File: config.mk
export PLATFORM = sky130hd
export DESIGN_NAME = io3_reset_pin_ctrl
export DESIGN_NICKNAME = d
export VERILOG_FILES = /design/src/rtl/io3_pin_pkg.sv /design/src/rtl/io3_sync_chain.sv /design/src/rtl/io3_pulse_detect.sv /design/src/rtl/io3_drive_timer.sv /design/src/rtl/io3_reset_pin_ctrl.sv
export SDC_FILE = /design/constraint.sdc
export NUM_CORES = 1
export LEC_CHECK = 0
export ABC_CLOCK_PERIOD_IN_PS = 1400
export CAP_MARGIN = 20
export CORE_UTILIZATION = 47
export DETAILED_ROUTE_END_ITERATION = 6
export DONT_BUFFER_PORTS = 1
export GPL_TIMING_DRIVEN = 0
export HOLD_SLACK_MARGIN = 0.15
export PLACE_DENSITY = 0.59
export SLEW_MARGIN = 20
export SYNTH_ARGS = -nofsm -noshare
export SYNTH_HDL_FRONTEND = slang
export SYNTH_SLANG_ARGS = --single-unit
File: constraint.sdc
create_clock -name clk -period 1.4 [get_ports clk]
set_clock_uncertainty 0.05 [all_clocks]
set_input_delay 0.07 -clock clk [delete_from_list [all_inputs] [get_ports clk]]
set_output_delay 0.07 -clock clk [all_outputs]
set_load 0.01 [all_outputs]
File: src/rtl/io3_pin_pkg.sv
package io3_pin_pkg;

  // One synchronized snapshot of the pad-side inputs.
  typedef struct packed {
    logic cs_n;
    logic pin;
    logic quad;
    logic en;
    logic rd;
  } pin_sample_t;

  localparam int SAMPLE_W = $bits(pin_sample_t);

  // Idle levels: deselected, pad pulled high, features off.
  localparam pin_sample_t SAMPLE_IDLE = '{cs_n: 1'b1, pin: 1'b1, quad: 1'b0, en: 1'b0, rd: 1'b0};

  function automatic logic reset_role(input pin_sample_t s);
    return s.en && (!s.quad || s.cs_n);
  endfunction

  function automatic logic data_role(input pin_sample_t s);
    return s.quad && !s.cs_n;
  endfunction

endpackage

File: src/rtl/io3_sync_chain.sv
module io3_sync_chain #(
  parameter int                 WIDTH   = 5,
  parameter int                 STAGES  = 2,
  parameter logic [WIDTH-1:0]   RST_VAL = '0
) (
  input  logic             clk,
  input  logic             rst,
  input  logic [WIDTH-1:0] d,
  output logic [WIDTH-1:0] q
);

  logic [WIDTH-1:0] stg [STAGES];

  always_ff @(posedge clk) begin
    if (rst) stg[0] <= RST_VAL;
    else     stg[0] <= d;
  end

  generate
    for (genvar k = 1; k < STAGES; k++) begin : g_stage
      always_ff @(posedge clk) begin
        if (rst) stg[k] <= RST_VAL;
        else     stg[k] <= stg[k-1];
      end
    end
  endgenerate

  assign q = stg[STAGES-1];

endmodule

File: src/rtl/io3_pulse_detect.sv
module io3_pulse_detect #(
  parameter int TRP_CYC = 8
) (
  input  logic clk,
  input  logic rst,
  input  logic role_rst,
  input  logic pin_s,
  output logic rst_req
);

  localparam int CNT_W = $clog2(TRP_CYC + 1);
  localparam logic [CNT_W-1:0] LAST = CNT_W'(TRP_CYC - 1);
  localparam logic [CNT_W-1:0] FULL = CNT_W'(TRP_CYC);

  logic [CNT_W-1:0] low_cnt;
  logic             armed;
  logic             low_now;
  logic             fire;

  assign low_now = role_rst && !pin_s;
  assign fire    = low_now && armed && (low_cnt == LAST);

  always_ff @(posedge clk) begin
    if (rst) begin
      low_cnt <= '0;
      armed   <= 1'b0;
      rst_req <= 1'b0;
    end else begin
      rst_req <= fire;
      if (!low_now)             low_cnt <= '0;
      else if (low_cnt != FULL) low_cnt <= low_cnt + 1'b1;
      if (pin_s)     armed <= 1'b1;
      else if (fire) armed <= 1'b0;
    end
  end

endmodule

File: src/rtl/io3_drive_timer.sv
module io3_drive_timer #(
  parameter int TCS_CYC = 4
) (
  input  logic clk,
  input  logic rst,
  input  logic cs_n_s,
  input  logic quad_s,
  input  logic rd_s,
  output logic drive_hi
);

  localparam int TW = $clog2(TCS_CYC + 1);
  localparam logic [TW-1:0] LOAD = TW'(TCS_CYC);

  logic [TW-1:0] left_q, left_d;
  logic          cs_prev;
  logic          rd_seen;
  logic          cs_rise;

  assign cs_rise = cs_n_s && !cs_prev;

  always_comb begin
    if (cs_rise && rd_seen) left_d = LOAD;
    else if (!cs_n_s)       left_d = '0;
    else if (left_q != '0)  left_d = left_q - 1'b1;
    else                    left_d = left_q;
  end

  always_ff @(posedge clk) begin
    if (rst) begin
      left_q   <= '0;
      cs_prev  <= 1'b1;
      rd_seen  <= 1'b0;
      drive_hi <= 1'b0;
    end else begin
      left_q   <= left_d;
      cs_prev  <= cs_n_s;
      drive_hi <= (left_d != '0);
      if (cs_rise)                          rd_seen <= 1'b0;
      else if (!cs_n_s && quad_s && rd_s)   rd_seen <= 1'b1;
    end
  end

endmodule

File: src/rtl/io3_reset_pin_ctrl.sv
module io3_reset_pin_ctrl
  import io3_pin_pkg::*;
#(
  parameter int SYNC_STAGES = 2,
  parameter int TRP_CYC     = 8,
  parameter int TCS_CYC     = 4
) (
  input  logic clk,
  input  logic rst,
  input  logic cs_n,
  input  logic pin_in,
  input  logic quad_en,
  input  logic rst_en,
  input  logic host_read,
  output logic rst_req,
  output logic data_sel,
  output logic drive_hi
);

  pin_sample_t smp_raw, smp_s;
  logic        role_rst;

  assign smp_raw = '{cs_n: cs_n, pin: pin_in, quad: quad_en, en: rst_en, rd: host_read};

  io3_sync_chain #(
    .WIDTH   (SAMPLE_W),
    .STAGES  (SYNC_STAGES),
    .RST_VAL (SAMPLE_IDLE)
  ) u_sync (
    .clk (clk),
    .rst (rst),
    .d   (smp_raw),
    .q   (smp_s)
  );

  assign role_rst = reset_role(smp_s);

  always_ff @(posedge clk) begin
    if (rst) data_sel <= 1'b0;
    else     data_sel <= data_role(smp_s);
  end

  io3_pulse_detect #(.TRP_CYC(TRP_CYC)) u_detect (
    .clk      (clk),
    .rst      (rst),
    .role_rst (role_rst),
    .pin_s    (smp_s.pin),
    .rst_req  (rst_req)
  );

  io3_drive_timer #(.TCS_CYC(TCS_CYC)) u_drive (
    .clk      (clk),
    .rst      (rst),
    .cs_n_s   (smp_s.cs_n),
    .quad_s   (smp_s.quad),
    .rd_s     (smp_s.rd),
    .drive_hi (drive_hi)
  );

endmodule

# Yosys cells after proc, flatten, opt, wreduce, memory -nomap -nowiden
# Memories as Yosys holds them, arrays and structs flattened.
# Index checks and enable logic that the tools add are counted.
dict set report classes {
  add_sub_neg 2
  n_eq_ne 2
  n_mux 10
  n_bitwise 3
  reduce_logical 18
}
# cell n
set op_table {}
lappend op_table {{5-bit two-way mux} 2}
lappend op_table {{3-bit two-way mux} 3}
lappend op_table {{1-bit logical AND} 8}
lappend op_table {{3-bit nonzero test} 2}
lappend op_table {{1-bit two-way mux} 5}
lappend op_table {{4-bit by 1-bit adder with 4-bit output, second input constant} 1}
lappend op_table {{4-bit by 3-bit equality test with 1-bit output, second input constant} 1}
lappend op_table {{1-bit zero test} 4}
lappend op_table {{4-bit != test, second input constant} 1}
lappend op_table {{2-bit OR reduction} 2}
lappend op_table {{3-bit by 1-bit subtractor with 3-bit output, second input constant} 1}
lappend op_table {{1-bit OR} 2}
lappend op_table {{2-bit nonzero test} 1}
lappend op_table {{1-bit logical OR} 1}
lappend op_table {{1-bit NOT} 1}
dict set report totals {
  regBits 13
  mem_bits_rw 10
  in_bits 7
  word_cells 44
  n_memories 1
}
# name depth word_bits rd rd_ports_with_merged_regs wr line_no
set memory_table {}
lappend memory_table {u_sync.stg 2 5 2 0 2 io3_sync_chain.sv:12} ;# logic [WIDTH-1:0] stg [STAGES];

# Logic depth before layout (Yosys ltp)
# Gate-level depths: netlist (run 1).
dict set report depth {
  word_depth 8
  mapped_depth 5
  mapped_depth_nobuf 5
}

# Hierarchy
# Synthesis (run 1) repeated with hierarchy kept, for this count alone.
dict set report hier_totals {
  cells_unflattened 81
  area_unflattened_um2 865.8
}
# module instances cells_each area_each_um2
set by_module_without_submodules {}
lappend by_module_without_submodules {io3_drive_timer 1 29 279.0}
lappend by_module_without_submodules {io3_pulse_detect 1 28 277.8}
lappend by_module_without_submodules {io3_sync_chain 1 20 262.8}
lappend by_module_without_submodules {io3_reset_pin_ctrl 1 4 46.3}

# Least setup slack after synthesis (run 1)
# OpenSTA, ideal clock, no wires.
dict set report synth_timing {
  kind {flip-flop to flip-flop}
  start {register u_drive.left_q[0]}
  end {register u_drive.drive_hi}
  arrival_time_ns 1.113
  required_ns 1.276
  slack_ns 0.163
  stages_incl_launch_ff 6
  path_buffers 0
  cell_sequence {dfxtp_1 inv_1 ha_1 nor4b_1 a31o_1 a31oi_1}
}
dict set report synth_between {
  elab_chain_len 5
}
# element line_no
set synth_rtl {}
lappend synth_rtl {{start: declaration} io3_drive_timer.sv:15} ;# logic [TW-1:0] left_q, left_d;
lappend synth_rtl {{start signal: assignment} io3_drive_timer.sv:36} ;# left_q <= left_d;
lappend synth_rtl {{3-bit by 1-bit subtractor with 3-bit output / 3-bit nonzero test (equally long branches)} io3_drive_timer.sv:25} ;# else if (left_q != '0) left_d = left_q - 1'b1;
lappend synth_rtl {{3-bit two-way mux (*)} io3_drive_timer.sv:25}
lappend synth_rtl {{3-bit two-way mux (*)} io3_drive_timer.sv:24} ;# else if (!cs_n_s) left_d = '0;
lappend synth_rtl {{3-bit two-way mux (*)} io3_drive_timer.sv:23} ;# if (cs_rise && rd_seen) left_d = LOAD;
lappend synth_rtl {{3-bit nonzero test (*)} io3_drive_timer.sv:38} ;# drive_hi <= (left_d != '0);
lappend synth_rtl {{end signal: assignment} io3_drive_timer.sv:38}
lappend synth_rtl {{end: declaration} io3_drive_timer.sv:9} ;# output logic drive_hi
# Every way passes the cells marked *; elsewhere a longest branch is shown, timed or not.
# A chain may end at the register's enable or synchronous reset.

# Worst setup path after layout (run 1)
# Same ends and word-level chain as after synthesis.

==> results of run 1 <==
## power breakdown
| group | internal (mW) | switching (mW) |
|---|---|---|
| registers | 0.737 | 0.0581 |
| logic | 0.223 | 0.172 |
| clock network | 0.111 | 0.189 |
## layout make-up
cell class                      count  area [sq um]
Fill cell                         151         728.2
Inverter                            6         22.52
Multi-Input combinational cell     53         389.1
Buffer                              1         3.754
Timing Repair Buffer                6         60.06
Clock buffer                        4         26.28
Tap cell                           25         31.28
Sequential cell                    23         465.4
## synthesized netlist by cell type
master / instances / share of area (%)
a211oi_1: 1 / 0.87
a21oi_1: 3 / 1.7
a31o_1: 1 / 1.0
a31oi_1: 1 / 0.72
a41oi_1: 1 / 1.0
and3b_1: 1 / 1.0
clkbuf_1: 1 / 0.43
dfxtp_1: 23 / 53
ha_1: 4 / 5.8
inv_1: 6 / 2.6
mux2i_1: 2 / 2.3
nand2_1: 2 / 0.87
nand2b_1: 2 / 1.4
nand2b_2: 1 / 1.0
nand2b_4: 3 / 4.8
nand3_1: 2 / 1.2
nand3_2: 1 / 1.2
nand3b_1: 2 / 1.7
nor2_1: 9 / 3.9
nor2b_1: 6 / 4.3
nor4b_1: 1 / 1.0
o21ai_0: 1 / 0.58
o21bai_1: 1 / 0.87
or2_2: 5 / 3.6
xnor2_1: 2 / 2.0
xor2_1: 1 / 1.0
## kinds of logic (layout without fill, tap and decap cells)
family	after synthesis	after routing	share of synthesized area, %
AND/OR/NAND/NOR	35	35	25.97
flip-flops	23	23	53.10
AO/OA/AOI/OAI	9	9	6.783
buffers and inverters	7	17	3.030
adder cells (fa/ha/maj)	4	4	5.772
XOR/XNOR	3	3	3.031
multiplexers	2	2	2.309
## path summary, 6_finish.rpt
path,depth (start not counted),start,end
max reg2reg,5,u_drive.left_q[0],u_drive.drive_hi
min,2,pin_in,u_sync.stg[0][3]
min reg2reg,1,u_sync.stg[0][4],u_sync.stg[1][4]
max,5,u_drive.left_q[0],u_drive.drive_hi
## sequential cells by signal (all words and copies together), names as in the netlist
| signal | cells |
|---|---|
| u_sync.stg | 10 |
| u_detect.low_cnt | 4 |
| u_drive.left_q | 3 |
| data_sel | 1 |
| u_detect.armed | 1 |
| u_detect.rst_req | 1 |
| u_drive.cs_prev | 1 |
| u_drive.drive_hi | 1 |
| u_drive.rd_seen | 1 |
## metrics by stage
step / util [%] / worst slack [ps]
4_1_cts: 57.03 / 29.43
3_3_place_gp: 52.03 / 66.41
2_1_floorplan: - / 163.3
5_1_grt: 57.83 / 49.79
6_report: 57.83 / 133.1
3_5_place_dp: 52.03 / 63.06
## worst register-to-register path, stage by stage (launching register included)
cell,delay (ps)
dfxtp_4,380
inv_1,60
ha_2,210
nor4b_2,160
a31o_1,180
a31oi_1,170
## repair_timing
| action | in CTS | in global routing |
|---|---|---|
| gates resized for setup | 0 | 5 |
| setup endpoints to repair | 0 | 1 |
| endpoints found under the hold margin | 20 | 0 |
| hold buffers | 6 | 0 |
## per-layer routing
| layer | vias up | share of wire [%] | GRT usage [%] |
|---|---|---|---|
| met1 | 240 | 53 | 19.25 |
| met4 | 0 | 1.5 | 9.091 |
| met2 | 9 | 43 | 18.26 |
| met5 | - | 0 | 0 |
| li1 | 291 | - | - |
| met3 | 2 | 2.6 | 2.400 |
==> results.sh, run 1 <==
export IMPL_syn_area_per_cell_sq_um=10.45
export IMPL_yosys_warnings=0
export IMPL_start_util_pct=50.22
export IMPL_power_density_nw_per_um2=1493
export IMPL_placed_cells=108
export IMPL_cts_buffer_depth=2
export IMPL_final_common_cell="dfxtp_1"
export IMPL_cp_buffers_inverters=1
export IMPL_cts_buffers_inserted=3
export IMPL_clock_sinks=23
export IMPL_period_share_pct=90.49
export IMPL_syn_num_nets=94
export IMPL_cp_slowest_cell="dfxtp_4"
export IMPL_fp_dieW_microns=44.95
export IMPL_stdcell_count=118
export IMPL_crit_family="flip-flops"
export IMPL_hold_viol=0
export IMPL_cts_clk_slew_worst_paths_ps=130
export IMPL_nNetsFinal=105
export IMPL_rsz0062_at_grt="no"
export IMPL_grt_max_degree=13
export IMPL_synth_seq_cells=23
export IMPL_finalSetupViolCount=0
export IMPL_most_common_layout_cells="dfxtp_1 (21), nor2_1 (9), inv_1 (6), nor2b_1 (6), dlygate4sd3_1 (6)"
export IMPL_track_usage_pct=13.47
export IMPL_drtIter0Drc=10
export IMPL_cts_root_buf="clkbuf_4"
export IMPL_p_total_mw=1.490
export IMPL_antenna_left=0
export IMPL_hold_path_class="in2reg"
export IMPL_cp_arrival_ps=1450
export IMPL_min_period_ps=1267
export IMPL_critical_path_class="reg2reg"
export IMPL_timing_hold_ws_ps=342.0
export IMPL_required_ps=1580
export IMPL_design_area_sq_um=998.5
export IMPL_layout_drive_gt1_share_pct=18.28
export IMPL_ys_types=26
export IMPL_max_stage_delay_ps=380
export IMPL_area_growth_pct=15.15
export IMPL_synthCells=83
export IMPL_cp_max_fo=4
export IMPL_die_h_microns=44.95
export IMPL_grt_pass1_vias=485
export IMPL_drc_errors=0
export IMPL_ys_seq_area_share_pct=53.10
export IMPL_vdd_drop_max_mv=0.8737
export IMPL_dieArea_sq_um=2021
export IMPL_insertion_delay_ps=300
export IMPL_rows=15
export IMPL_worstMarginPinSlew_ps=332.1
export IMPL_io_pins=10
export IMPL_end_kind="flop"
export IMPL_port_buffer_count=0
export IMPL_grt_pass1_wl_mm=1.952
export IMPL_slew_limit_headroom_pct=77.86
export IMPL_p_leak_nw=0.4005
export IMPL_cts_tree="built"
export IMPL_regToRegSetupSlack_ps=130
export IMPL_drt_vias_per_instance=4.593
export IMPL_cts_setup_buffers=0
export IMPL_drt_total_wl_mm=1.145
export IMPL_core_sq_um=1727
export IMPL_dpl_cell_area_sq_um=898.4
export IMPL_tns_ps=0
export IMPL_hpwl_microns=770.1
export IMPL_ctsHtreeMaxLevel=1
export IMPL_path_cells="inv_1, ha_2, nor4b_2, a31o_1, a31oi_1"
export IMPL_grt_overflow=0
export IMPL_drv_slew=0
export IMPL_drv_cap=0
export IMPL_start_kind="flop"
export IMPL_antenna_found_initial=0
export IMPL_num_antenna_cells=0
export IMPL_place_gp_congestion=0.7563
export IMPL_max_freq_mhz=789.3
export IMPL_vias=542
export IMPL_syn_area_sq_um=867.1
export IMPL_run_status="completed"
export IMPL_firstDrtPassIters=4
export IMPL_routedWlPerCell_microns=9.703
Note: power is estimated with default switching activity, not from simulation.
==> inputs of run 2 (changes only) <==
--- a/config.mk
+++ b/config.mk
@@ -13,6 +13,7 @@
 export GPL_TIMING_DRIVEN = 0
 export HOLD_SLACK_MARGIN = 0.15
 export PLACE_DENSITY = 0.59
+export SETUP_SLACK_MARGIN = 0.15
 export SLEW_MARGIN = 20
 export SYNTH_ARGS = -nofsm -noshare
 export SYNTH_HDL_FRONTEND = slang
==> run 2 against run 1 <==
Effect of this change: power increased by 5.8%; sequential cell count unchanged; first-iteration DRC count is 20% lower; largest power group unchanged; register-to-register slack better by 90 ps; critical endpoint is now u_sync.stg[0][2]; critical path type is now in2reg; non-clock buffer count increased by 2.
==> results.sh, run 2 (synthesis gave the netlist of run 1 again) <==
export IMPL_cts_tree="built"
export IMPL_io_pins=10
export IMPL_vias=548
export IMPL_antenna_found_initial=0
export IMPL_track_usage_pct=13.47
export IMPL_rows=15
export IMPL_core_sq_um=1727
export IMPL_drt_total_wl_mm=1.194
export IMPL_layout_drive_gt1_share_pct=23.16
export IMPL_run_status="completed"
export IMPL_critical_path_class="in2reg"
export IMPL_fp_dieW_microns=44.95
export IMPL_cts_buffers_inserted=3
export IMPL_routedWlPerCell_microns=9.950
export IMPL_finalSetupViolCount=0
export IMPL_tns_ps=0
export IMPL_hold_viol=0
export IMPL_insertion_delay_ps=300
export IMPL_ctsHtreeMaxLevel=1
export IMPL_clock_sinks=23
export IMPL_drt_vias_per_instance=4.567
export IMPL_antenna_left=0
export IMPL_rsz0062_at_grt="no"
export IMPL_hpwl_microns=770.1
export IMPL_grt_overflow=0
export IMPL_start_util_pct=50.22
export IMPL_cts_buffer_depth=2
export IMPL_required_ps=1560
export IMPL_area_growth_pct=18.04
export IMPL_slew_limit_headroom_pct=77.85
export IMPL_hold_path_class="in2reg"
export IMPL_cts_clk_slew_worst_paths_ps=130
export IMPL_grt_pass1_vias=489
export IMPL_fillerInstances=145
export IMPL_drc_errors=0
export IMPL_place_gp_congestion=0.7563
export IMPL_drtIter0Drc=8
export IMPL_p_leak_nw=0.4136
export IMPL_power_density_nw_per_um2=1541
export IMPL_setup_ws_ps=190.8
export IMPL_drv_cap=0
export IMPL_die_h_microns=44.95
export IMPL_timing_hold_ws_ps=342.1
export IMPL_start_kind="input port"
export IMPL_largest_register_ffs=10
export IMPL_stdcell_count=120
export IMPL_final_common_cell="dfxtp_1"
export IMPL_port_buffer_count=0
export IMPL_nNetsFinal=107
export IMPL_cp_arrival_ps=1370
export IMPL_multi_input_area_sq_um=399.1
export IMPL_seq_area_sq_um=465.4
export IMPL_dieArea_sq_um=2021
export IMPL_num_antenna_cells=0
export IMPL_end_kind="flop"
export IMPL_most_common_layout_cells="dfxtp_1 (19), nor2_1 (9), nor2b_1 (6), dlygate4sd3_1 (6)"
export IMPL_grt_max_degree=13
export IMPL_drv_slew=0
export IMPL_firstDrtPassIters=4
export IMPL_cts_root_buf="clkbuf_4"
export IMPL_place_ws_ps=63.06
export IMPL_p_total_mw=1.577
export IMPL_vdd_drop_max_mv=0.8967
export IMPL_max_freq_mhz=827.0
export IMPL_min_period_ps=1209
export IMPL_worstMarginPinSlew_ps=332.3
export IMPL_top_register="u_sync.stg"
export IMPL_top_regs="u_sync.stg (10), u_detect.low_cnt (4), u_drive.left_q (3)"
export IMPL_placed_cells=108
export IMPL_period_share_pct=86.37
export IMPL_cp_max_fo=7
export IMPL_grt_pass1_wl_mm=1.952
[run 2: layout make-up]
class                      count  area share (%)
tap                           25           3.056
timing repair buffer           8           7.335
inverter                       6           2.200
buffer                         1          0.3667
sequential                    23           45.48
clock buffer                   4           2.567
multi-input combinational     53           39.00
[run 2: worst paths after layout]
kind | from | depth (start not counted) | to | slack, ps
max reg2reg | u_drive.left_q[0] | 5 | u_drive.drive_hi | 220
min reg2reg | u_sync.stg[0][4] | 1 | u_sync.stg[1][4] | 370
max | rst | 3 | u_sync.stg[0][2] | 190
min | pin_in | 2 | u_sync.stg[0][3] | 340
[run 2: power breakdown]
part | internal, mW | switching [mW] | leakage, nW
clock network | 0.111 | 0.190 | 0.0150
logic | 0.286 | 0.211 | 0.208
registers | 0.731 | 0.0486 | 0.191
total | 1.13 | 0.450 | 0.414
[run 2: what timing repair did]
item,4_1_cts,5_1_grt
setup endpoints to repair,1,2
endpoints found under the hold margin,20,0
buffers inserted,1,1
pin swaps,0,1
hold buffers,6,0
resized for setup,3,5
[run 2: routing by layer]
| layer | part of all wire [%] | vias up | global-route usage [%] |
|---|---|---|---|
| met5 | 0 | - | 0 |
| met4 | 1.4 | 0 | 9.091 |
| met3 | 2.5 | 2 | 2.400 |
| met2 | 44 | 9 | 18.26 |
| met1 | 52 | 243 | 19.25 |
| li1 | - | 294 | - |
[run 2: per-stage QoR]
| stage | cell area (sq um) | util [%] |
|---|---|---|
| 2_1_floorplan | 867.1 | - |
| 3_3_place_gp | 898.4 | 52.03 |
| 3_5_place_dp | 898.4 | 52.03 |
| 4_1_cts | 997.2 | 57.75 |
| 5_1_grt | 1023 | 59.28 |
| 6_report | 1023 | 59.28 |
[run 2: worst max-delay path, cell delays in order]
cell	delay (ps)
dlygate4sd3_1	670
nor2b_1	70
dlygate4sd3_1	560
==> inputs of run 3 (changes only) <==
--- a/config.mk
+++ b/config.mk
@@ -7,6 +7,7 @@
 export LEC_CHECK = 0
 export ABC_CLOCK_PERIOD_IN_PS = 1400
 export CAP_MARGIN = 20
+export CORE_MARGIN = 2
 export CORE_UTILIZATION = 47
 export DETAILED_ROUTE_END_ITERATION = 6
 export DONT_BUFFER_PORTS = 1
==> run 3 against run 2 <==
Effect of this change: via count is 0.55% higher; final area is 0.49% lower; critical path depth is 2 higher; worst setup slack better by 11 ps; count of clock-buffer cells in the layout stayed put; power is 2.4% lower; sequential share of layout area is 0.22 points higher; critical path type is now reg2reg; largest power group unchanged.
==> results.sh, run 3 (synthesis gave the netlist of run 1 again) <==
export IMPL_end_kind="flop"
export IMPL_core_sq_um=1727
export IMPL_max_freq_mhz=834.5
export IMPL_required_ps=1580
export IMPL_finalSetupViolCount=0
export IMPL_antenna_found_initial=0
export IMPL_place_ws_ps=74.01
export IMPL_rsz0062_at_grt="no"
export IMPL_insertion_delay_ps=300
export IMPL_tns_ps=0
export IMPL_timing_rr_end="u_drive.drive_hi"
export IMPL_vdd_drop_max_mv=0.7916
export IMPL_hold_viol=0
export IMPL_cts_clk_slew_worst_paths_ps=120
export IMPL_cts_buffer_depth=2
export IMPL_fp_dieW_microns=46.95
export IMPL_cp_arrival_ps=1380
export IMPL_min_period_ps=1198
export IMPL_io_pins=10
export IMPL_design_area_sq_um=1018
export IMPL_critical_path_class="reg2reg"
export IMPL_timing_hold_ws_ps=116.5
export IMPL_cts_tree="built"
export IMPL_drv_slew=0
export IMPL_most_common_layout_cells="dfxtp_1 (19), nor2_1 (9), inv_1 (6), nor2b_1 (6)"
export IMPL_top_regs="u_sync.stg (10), u_detect.low_cnt (4), u_drive.left_q (3)"
export IMPL_hold_path_class="in2reg"
export IMPL_ctsHtreeMaxLevel=1
export IMPL_clock_sinks=23
export IMPL_hold_start="rst"
export IMPL_layout_drive_gt1_share_pct=21.28
export IMPL_num_antenna_cells=0
export IMPL_worstMarginPinSlew_ps=337.4
export IMPL_area_growth_pct=17.46
export IMPL_grt_pass1_wl_mm=1.918
export IMPL_cts_root_buf="clkbuf_4"
export IMPL_firstDrtPassIters=4
export IMPL_power_density_nw_per_um2=1512
export IMPL_drt_total_wl_mm=1.187
export IMPL_dieArea_sq_um=2204
export IMPL_fillerInstances=159
export IMPL_regToRegSetupSlack_ps=200
export IMPL_crit_start="u_drive.left_q[1]"
export IMPL_setup_ws_ps=201.7
export IMPL_rows=15
export IMPL_run_status="completed"
export IMPL_final_common_cell="dfxtp_1"
export IMPL_grt_overflow=0
export IMPL_routedWlPerCell_microns=9.975
export IMPL_start_util_pct=50.22
export IMPL_nNetsFinal=106
export IMPL_track_usage_pct=12.58
export IMPL_drt_vias_per_instance=4.630
export IMPL_start_kind="flop"
export IMPL_vias=551
export IMPL_p_leak_nw=0.4175
export IMPL_crit_path_end="u_drive.drive_hi"
export IMPL_cp_max_fo=3
export IMPL_reg2reg_depth=5
export IMPL_grt_max_degree=13
export IMPL_drc_errors=0
export IMPL_largest_register_ffs=10
export IMPL_antenna_left=0
export IMPL_cts_buffers_inserted=3
export IMPL_dpl_cell_area_sq_um=898.4
export IMPL_r2r_start="u_drive.left_q[1]"
export IMPL_hpwl_microns=740.5
export IMPL_top_register="u_sync.stg"
export IMPL_port_buffer_count=0
export IMPL_drtIter0Drc=9
export IMPL_die_h_microns=46.95
export IMPL_drv_cap=0
export IMPL_period_share_pct=85.59
export IMPL_slew_limit_headroom_pct=77.51
export IMPL_place_gp_congestion=0.6857
export IMPL_grt_pass1_vias=505
[run 3: cell count changes in the layout (fill, tap and decap cells not counted)]
cell            change
dlygate4sd3_1       -1
dlymetal6s4s_1      +1
buf_4               -1
inv_1               +1
inv_2               -1
[run 3: what timing repair did]
item,4_1_cts,5_1_grt
hold buffers,6,0
endpoints found under the hold margin,20,0
setup buffers,1,0
setup endpoints to repair,1,3
gates resized for setup,3,5
pin swaps,0,1
[run 3: final cells by class]
class | count | area, sq um | share of cell area, %
sequential | 23 | 465.4 | 45.70
multi-input combinational | 53 | 399.1 | 39.19
timing repair buffer | 7 | 70.07 | 6.880
tap | 25 | 31.28 | 3.071
clock buffer | 4 | 26.28 | 2.580
inverter | 6 | 22.52 | 2.211
buffer | 1 | 3.754 | 0.3685
[run 3: per-stage QoR]
step	total power, mW	instances	util (%)
after global routing	1.637	119	58.99
final	1.539	119	58.99
after floorplan	1.104	83	-
after detailed placement	1.149	108	52.03
after CTS	1.495	119	57.75
after global placement	1.147	108	52.03
[run 3: routing by layer]
layer  global-route usage [%]  share of wire, %
met1                    15.04                46
met2                    20.55                49
met3                    3.462               3.7
met4                    6.667               1.1
met5                        0                 0
[run 3: worst min-delay path by stage]
stage,to,slack [ps],cells past startpoint
after CTS,u_sync.stg[0][3],340,2
after global routing,u_sync.stg[0][2],160,2
after detailed placement,u_sync.stg[0][1],90,1
after floorplan,u_sync.stg[0][0],90,1
after global placement,u_sync.stg[0][2],90,1
final,u_sync.stg[0][2],120,2
[run 3: report_power, final]
part           total [mW]  switching (mW)  internal [mW]
sequential          0.779          0.0488          0.730
clock               0.294           0.183          0.111
combinational       0.466           0.201          0.265
[run 3: critical path: stages, from the launching register on]
cell	delay, ps
dfxtp_2	370
inv_1	80
ha_4	170
nor4b_2	150
a31o_1	180
a31oi_1	130
